### config.mk
export PLATFORM = sky130hd
export DESIGN_NAME = relay_pulse_ctrl
export DESIGN_NICKNAME = d
export VERILOG_FILES = /design/src/rtl/relay_pulse_pkg.sv /design/src/rtl/rpc_sync.sv /design/src/rtl/rpc_tick.sv /design/src/rtl/rpc_core.sv /design/src/rtl/relay_pulse_ctrl.sv
export SDC_FILE = /design/constraint.sdc
export NUM_CORES = 1
export LEC_CHECK = 0
export ABC_CLOCK_PERIOD_IN_PS = 7600
export BUFFER_PORTS_ARGS = -buffer_cell sky130_fd_sc_hd__buf_2
export CAP_MARGIN = 20
export CORE_MARGIN = 8
export CORE_UTILIZATION = 50
export CTS_CLUSTER_DIAMETER = 50
export CTS_CLUSTER_SIZE = 20
export DETAILED_ROUTE_END_ITERATION = 12
export PLACE_DENSITY = 0.69
export SYNTH_ARGS = -nofsm -noshare
export SYNTH_HDL_FRONTEND = slang
export SYNTH_SLANG_ARGS = --single-unit
### constraint.sdc
create_clock -name clk -period 7.6 [get_ports clk]
set_input_delay 0 -clock clk [delete_from_list [all_inputs] [get_ports clk]]
set_output_delay 0 -clock clk [all_outputs]
set_load 0.02 [all_outputs]
### src/rtl/relay_pulse_pkg.sv
package relay_pulse_pkg;

    typedef enum logic {
        ST_ARMING = 1'b0,
        ST_FIRING = 1'b1
    } rpc_state_e;

    localparam int NUM_CH = 2;

endpackage

### src/rtl/rpc_sync.sv
module rpc_sync #(
    parameter int WIDTH  = 4,
    parameter int STAGES = 2
) (
    input  logic             clk,
    input  logic             rst,
    input  logic [WIDTH-1:0] async_i,
    output logic [WIDTH-1:0] sync_o
);
    logic [STAGES-1:0][WIDTH-1:0] chain_d, chain_q;

    always_comb begin
        chain_d[0] = async_i;
        for (int s = 1; s < STAGES; s++) begin
            chain_d[s] = chain_q[s-1];
        end
    end

    always_ff @(posedge clk) begin
        if (rst) chain_q <= '0;
        else     chain_q <= chain_d;
    end

    assign sync_o = chain_q[STAGES-1];
endmodule

### src/rtl/rpc_tick.sv
module rpc_tick #(
    parameter int DIV = 100
) (
    input  logic clk,
    input  logic rst,
    output logic tick_o
);
    generate
        if (DIV <= 1) begin : g_every
            assign tick_o = 1'b1;
        end else begin : g_div
            localparam int TW = $clog2(DIV);
            localparam logic [TW-1:0] LAST = TW'(DIV - 1);

            typedef struct packed {
                logic [TW-1:0] cnt;
                logic          tick;
            } tick_t;

            tick_t d, q;

            always_comb begin
                d      = q;
                d.tick = (q.cnt == LAST);
                d.cnt  = (q.cnt == LAST) ? '0 : q.cnt + TW'(1);
            end

            always_ff @(posedge clk) begin
                if (rst) q <= '0;
                else     q <= d;
            end

            assign tick_o = q.tick;

            // R4 (timebase spacing keeps tick counts proportional to time)
            tick_gap_chk: assert property (@(posedge clk) disable iff (rst)
                q.tick |=> !q.tick);
        end
    endgenerate
endmodule

### src/rtl/rpc_core.sv
module rpc_core
    import relay_pulse_pkg::*;
#(
    parameter int QUAL_TICKS = 15000,
    parameter int MAX_TICKS  = 150000
) (
    input  logic              clk,
    input  logic              rst,
    input  logic              tick,
    input  logic              halt,
    input  logic              fixed_mode,
    input  logic [NUM_CH-1:0] cmd_s,
    output logic [NUM_CH-1:0] drive_o
);
    localparam int CW = $clog2(MAX_TICKS + 2);
    localparam logic [CW-1:0] QUAL_C = CW'(QUAL_TICKS);
    localparam logic [CW-1:0] MAX_C  = CW'(MAX_TICKS);

    typedef struct packed {
        rpc_state_e                   st;
        logic                         act;
        logic [NUM_CH-1:0]            arm;
        logic [NUM_CH-1:0]            run;
        logic [NUM_CH-1:0]            ok;
        logic [NUM_CH-1:0]            fell;
        logic [NUM_CH-1:0][CW-1:0]    hi;
        logic [CW-1:0]                on;
        logic [NUM_CH-1:0]            drive;
    } core_t;

    core_t d, q;
    logic  done;

    always_comb begin
        d    = q;
        done = 1'b0;
        if (halt) begin
            d = '0;
        end else if (q.st == ST_ARMING) begin
            for (int c = 0; c < NUM_CH; c++) begin
                if (!q.run[c]) begin
                    if (!cmd_s[c]) begin
                        d.arm[c] = 1'b1;
                    end else if (q.arm[c]) begin
                        d.run[c]  = 1'b1;
                        d.arm[c]  = 1'b0;
                        d.ok[c]   = 1'b0;
                        d.fell[c] = 1'b0;
                        d.hi[c]   = '0;
                    end
                end else if (!q.ok[c]) begin
                    if (!cmd_s[c]) begin
                        d.run[c] = 1'b0;
                        d.arm[c] = 1'b1;
                    end else if (tick) begin
                        d.hi[c] = q.hi[c] + CW'(1);
                        if ((q.hi[c] + CW'(1)) >= QUAL_C) d.ok[c] = 1'b1;
                    end
                end else begin
                    if (!cmd_s[c]) d.fell[c] = 1'b1;
                    else if (tick && !q.fell[c] && q.hi[c] < MAX_C)
                        d.hi[c] = q.hi[c] + CW'(1);
                end
            end
            if (q.ok[0] && q.ok[1]) begin
                d.run = '0;
                d.ok  = '0;
                d.arm = '0;
            end else begin
                for (int c = 0; c < NUM_CH; c++) begin
                    if (q.ok[c] && !q.run[1-c]) begin
                        d.st       = ST_FIRING;
                        d.act      = 1'(c);
                        d.on       = '0;
                        d.drive[c] = 1'b1;
                        d.run[1-c] = 1'b0;
                        d.arm[1-c] = 1'b0;
                    end
                end
            end
        end else begin
            d.run[~q.act] = 1'b0;
            d.arm[~q.act] = 1'b0;
            if (!cmd_s[q.act]) d.fell[q.act] = 1'b1;
            else if (tick && !q.fell[q.act] && q.hi[q.act] < MAX_C)
                d.hi[q.act] = q.hi[q.act] + CW'(1);
            if (tick) d.on = q.on + CW'(1);
            done = (q.on >= MAX_C) ||
                   (!fixed_mode && q.fell[q.act] && q.on >= q.hi[q.act]);
            if (done) begin
                d.st    = ST_ARMING;
                d.drive = '0;
                d.run   = '0;
                d.ok    = '0;
                d.fell  = '0;
                d.arm   = '0;
            end
        end
    end

    always_ff @(posedge clk) begin
        if (rst) q <= '0;
        else     q <= d;
    end

    assign drive_o = q.drive;


    halt_quiet_chk: assert property (@(posedge clk) disable iff (rst)
        halt |=> (drive_o == '0));


    on_cap_chk: assert property (@(posedge clk) disable iff (rst)
        (q.st == ST_FIRING) |-> (q.on <= MAX_C));


    fire_qualified_chk: assert property (@(posedge clk) disable iff (rst)
        (q.st == ST_FIRING && $past(q.st) != ST_FIRING) |-> (q.hi[q.act] >= QUAL_C));


    edge_arm_chk: assert property (@(posedge clk) disable iff (rst)
        (q.run[0] && !$past(q.run[0])) |-> $past(q.arm[0]));


    fixed_hold_chk: assert property (@(posedge clk) disable iff (rst)
        (q.st == ST_FIRING && fixed_mode && q.on < MAX_C && !halt) |=> (q.st == ST_FIRING));
endmodule

### src/rtl/relay_pulse_ctrl.sv
module relay_pulse_ctrl
    import relay_pulse_pkg::*;
#(
    parameter int TICK_DIV   = 100,
    parameter int QUAL_TICKS = 15000,
    parameter int MAX_TICKS  = 150000
) (
    input  logic clk,
    input  logic rst,
    input  logic cmd_a,
    input  logic cmd_b,
    input  logic en,
    input  logic fault,
    input  logic fixed_mode,
    output logic drv_a_n,
    output logic drv_b_n
);
    logic [3:0]        raw, syn;
    logic              tick, halt;
    logic [NUM_CH-1:0] drive;

    assign raw  = {fault, en, cmd_b, cmd_a};
    assign halt = ~syn[2] | syn[3];

    rpc_sync #(.WIDTH(4), .STAGES(2)) u_sync (
        .clk     (clk),
        .rst     (rst),
        .async_i (raw),
        .sync_o  (syn)
    );

    rpc_tick #(.DIV(TICK_DIV)) u_tick (
        .clk    (clk),
        .rst    (rst),
        .tick_o (tick)
    );

    rpc_core #(.QUAL_TICKS(QUAL_TICKS), .MAX_TICKS(MAX_TICKS)) u_core (
        .clk        (clk),
        .rst        (rst),
        .tick       (tick),
        .halt       (halt),
        .fixed_mode (fixed_mode),
        .cmd_s      (syn[1:0]),
        .drive_o    (drive)
    );

    assign drv_a_n = ~drive[0];
    assign drv_b_n = ~drive[1];


    never_both_chk: assert property (@(posedge clk) disable iff (rst)
        !(!drv_a_n && !drv_b_n));
endmodule

==> flow_metrics.py <==
metrics = {
    "worst_setup_path": {
        "arrival_ns": 3.75,
        "cp_top_family": "compound AO/OA/AOI/OAI gates",
        "r2r_slack_ns": 4.12,
        "cp_cell_sequence": "mux2i_1, ha_1, a211o_1, a21oi_1, o21ai_0, a211oi_1, o31ai_1, o21ai_0",
        "critPathCaptureType": "flip-flop",
        "cp_num_buf_inv": 0,
        "cpMostUsedCell": "o21ai_0",
        "path_max_fanout": 48,
        "start_kind": "flip-flop",
        "crit_required_ns": 7.87,
        "cp_slowest_cell": "dfxtp_2",
        "cpPeakStageDelay_ns": 0.96,
        "critPathKind": "reg -> reg",
    },
    "sta": {
        "period_share_pct": 45.8,
        "hold_viol": 0,
        "slew_violations": 0,
        "fin_skew_ns": 0.00840,
        "max_slew.worst_pin.slew_ns": 1.10,
        "rsz0062_at_grt": "false",
        "relSlewSlack_pct": 26.3,
        "min_period_ns": 3.48,
        "fin_setup_tns_ns": 0,
        "fmax_mhz": 287,
        "setup_ws_ns": 4.12,
        "setup_viol": 0,
    },
    "synthesis": {
        "synth-simple-area-share_pct": 25.7,
        "synth-xor-area-share_pct": 5.49,
        "syn_area_per_cell_um2": 7.67,
        "synth.area.top_cells": "dfxtp_1, ha_1, a21oi_1",
        "synth.distinct_cells": 79,
        "async_flop_share_pct": 0,
        "yosys_warnings": 0,
        "synth_nets": 865,
        "synth_top_family_by_area": "compound AO/OA/AOI/OAI gates",
        "yosysSeqAreaShare_pct": 25.7,
        "synth_compound_area_share_pct": 28.0,
        "netlist_area_um2": 6380,
        "synth_seq_cells": 82,
        "synthAdderAreaFrac_pct": 5.10,
        "synth.most_common_cell": "dfxtp_1",
        "syn_inst": 832,
        "synth-edff-count": 0,
        "ys_top_cells_by_count": "dfxtp_1, nand2_1, nor2_1",
        "synthMuxAreaShare_pct": 3.39,
        "synth_top_area_share_pct": 25.7,
        "synth_flop_cell": "dfxtp_1",
        "synth_top_area_cell": "dfxtp_1",
    },
    "power_and_ir_drop": {
        "pwr-share-clk_pct": 50.1,
        "finalPower_uw": 913,
        "ir_drop_v": 0.000125,
        "power_frac_seq_pct": 47.8,
        "p_comb_share_pct": 2.1,
        "power_density_nw_per_um2": 135,
        "switching_share_pct": 22.7,
        "power.internal_uw": 706,
        "switchingPower_uw": 207,
        "p_leak_uw": 0.00211,
    },
    "placement": {
        "placed_area_um2": 6360,
        "routabilityCongestion": 0.957,
        "portBuffers": 8,
        "place_hpwl_um": 14100,
        "pre_cts_slack_ns": 4.22,
    },
    "finish": {
        "drive_gt1_share_pct": 7.14,
        "diodes": 0,
        "syn2layout_area_growth_pct": 5.88,
        "final_util_pct": 54.0,
        "n_fill_cell": 1261,
        "finalNetCount": 827,
        "final_area_um2": 6760,
    },
    "floorplan": {
        "start_util_pct": 51.0,
        "die_y_um": 129,
        "pin_count": 9,
        "die_area_um2": 16600,
        "core_um2": 12500,
        "die_width_um": 129,
        "rows": 41,
    },
    "cts": {
        "root_buffer": "clkbuf_16",
        "clockBufferDepth": 2,
        "cts_buffers": 9,
        "post_cts_buffers": 0,
        "cts_max_level": 3,
        "ctsResizeCount": 0,
        "clk_pin_slew_worst_paths_ns": 0.06,
        "cts_tree": "built",
        "clkLatencyLatePin_ns": 0.35,
        "cts_hold_buf": 9,
        "clock_sinks": 82,
    },
    "global_route": {
        "grt_use_total_pct": 24.4,
        "met3_usage_pct": 4.51,
        "grt_pass1_vias": 6134,
        "grt_overflow_total": 0,
        "grt_start_max_net_pins": 49,
        "gr-usage-met2_pct": 38.6,
        "gr-usage-met1_pct": 31.6,
        "grt_pass1_wl_um": 32400,
        "antenna_found_initial": 0,
        "busiest_layer": "met2",
    },
    "route": {
        "drt_iter0_drc": 797,
        "num_vias": 6588,
        "drc": 0,
        "drt-wirelength-per-cell_um": 20.6,
        "routed_wl_um": 20000,
        "ant_nets": 0,
        "drt-vias-per-instance": 6.79,
        "firstDrtPassIters": 5,
    },
    "run_status": {
        "outcome": "completed",
    },
    "job": {
        "maxCapViolCount": 0,
    },
    "hold_path": {
        "hp-class": "in -> reg",
    },
}
[sequential cells by signal (all words and copies together), names as in the netlist]
name / cells
u_core.drive_o: 2
u_core.q: 64
u_sync.chain_d: 4
u_sync.sync_o: 4
u_tick.g_div.q: 7
u_tick.tick_o: 1
[worst paths after layout]
check,start,depth (start not counted),endpoint
min reg2reg,u_sync.chain_d[4],1,u_sync.sync_o[0]
min,fixed_mode,4,u_core.q[65]
max,u_core.q[64],8,u_core.q[58]
max reg2reg,u_core.q[64],8,u_core.q[58]
[layout by cell type (no fill, tap or decap), drive strengths merged, types with 18 or more instances in the layout]
master,Yosys,routed
dfxtp,82,82
nand2,65,65
nor2,61,61
a21oi,59,59
nand3,39,39
o21ai,36,36
ha,26,26
nor3,24,24
xnor2,23,23
o31ai,22,22
inv,20,22
nand4,21,21
o311ai,18,18
[kinds of logic (layout without fill, tap and decap cells)]
logic type / after synthesis / after routing
xor gates and xnor gates: 40 / 40
adders and majority gates: 26 / 26
DFF: 82 / 82
muxes: 21 / 21
AOI/OAI and AO/OA: 256 / 256
buffers and inverters: 94 / 60
and+or+nand+nor: 313 / 313
[worst register-to-register path: cells and delay by family, from the launching register on]
kind	cells	cell delay (ns)
AO/OA/AOI/OAI	6	1.79
multiplexers	1	0.36
adder cells (fa/ha/maj)	1	0.29
flip-flops	1	0.96
[power groups by stage]
| stage | combinational [µW] | clock (µW) | sequential, µW |
|---|---|---|---|
| after CTS | 18.8 | 463 | 437 |
| after global placement | 14.4 | 0 | 446 |
| after global routing | 21.4 | 480 | 437 |
| final | 19.4 | 457 | 437 |
| after detailed placement | 15.3 | 0 | 446 |
| after floorplan | 11.7 | 0 | 445 |
[stage by stage]
stage,hold slack [ns],instances
floorplan,0.128,832
global route,0.204,970
detailed placement,0.222,946
finish,0.161,970
CTS,0.156,970
global placement,0.210,945
[layout make-up]
type / instances / area (µm²) / share of cell area (%)
multi-input cells: 656 / 4330 / 64.1
flip-flops and latches: 82 / 1640 / 24.3
clock buffers: 10 / 239 / 3.54
well taps: 172 / 215 / 3.19
repair buffers: 25 / 193 / 2.85
inverters: 20 / 75.1 / 1.11
clock inverters: 5 / 62.6 / 0.926
[per-layer routing]
metal | up-vias | part of all wire, %
li1 | 3074 | -
met1 | 3166 | 44
met2 | 294 | 46
met3 | 54 | 7.0
met4 | 0 | 3.0
met5 | - | 0
Note: power is estimated with default switching activity, not from simulation.
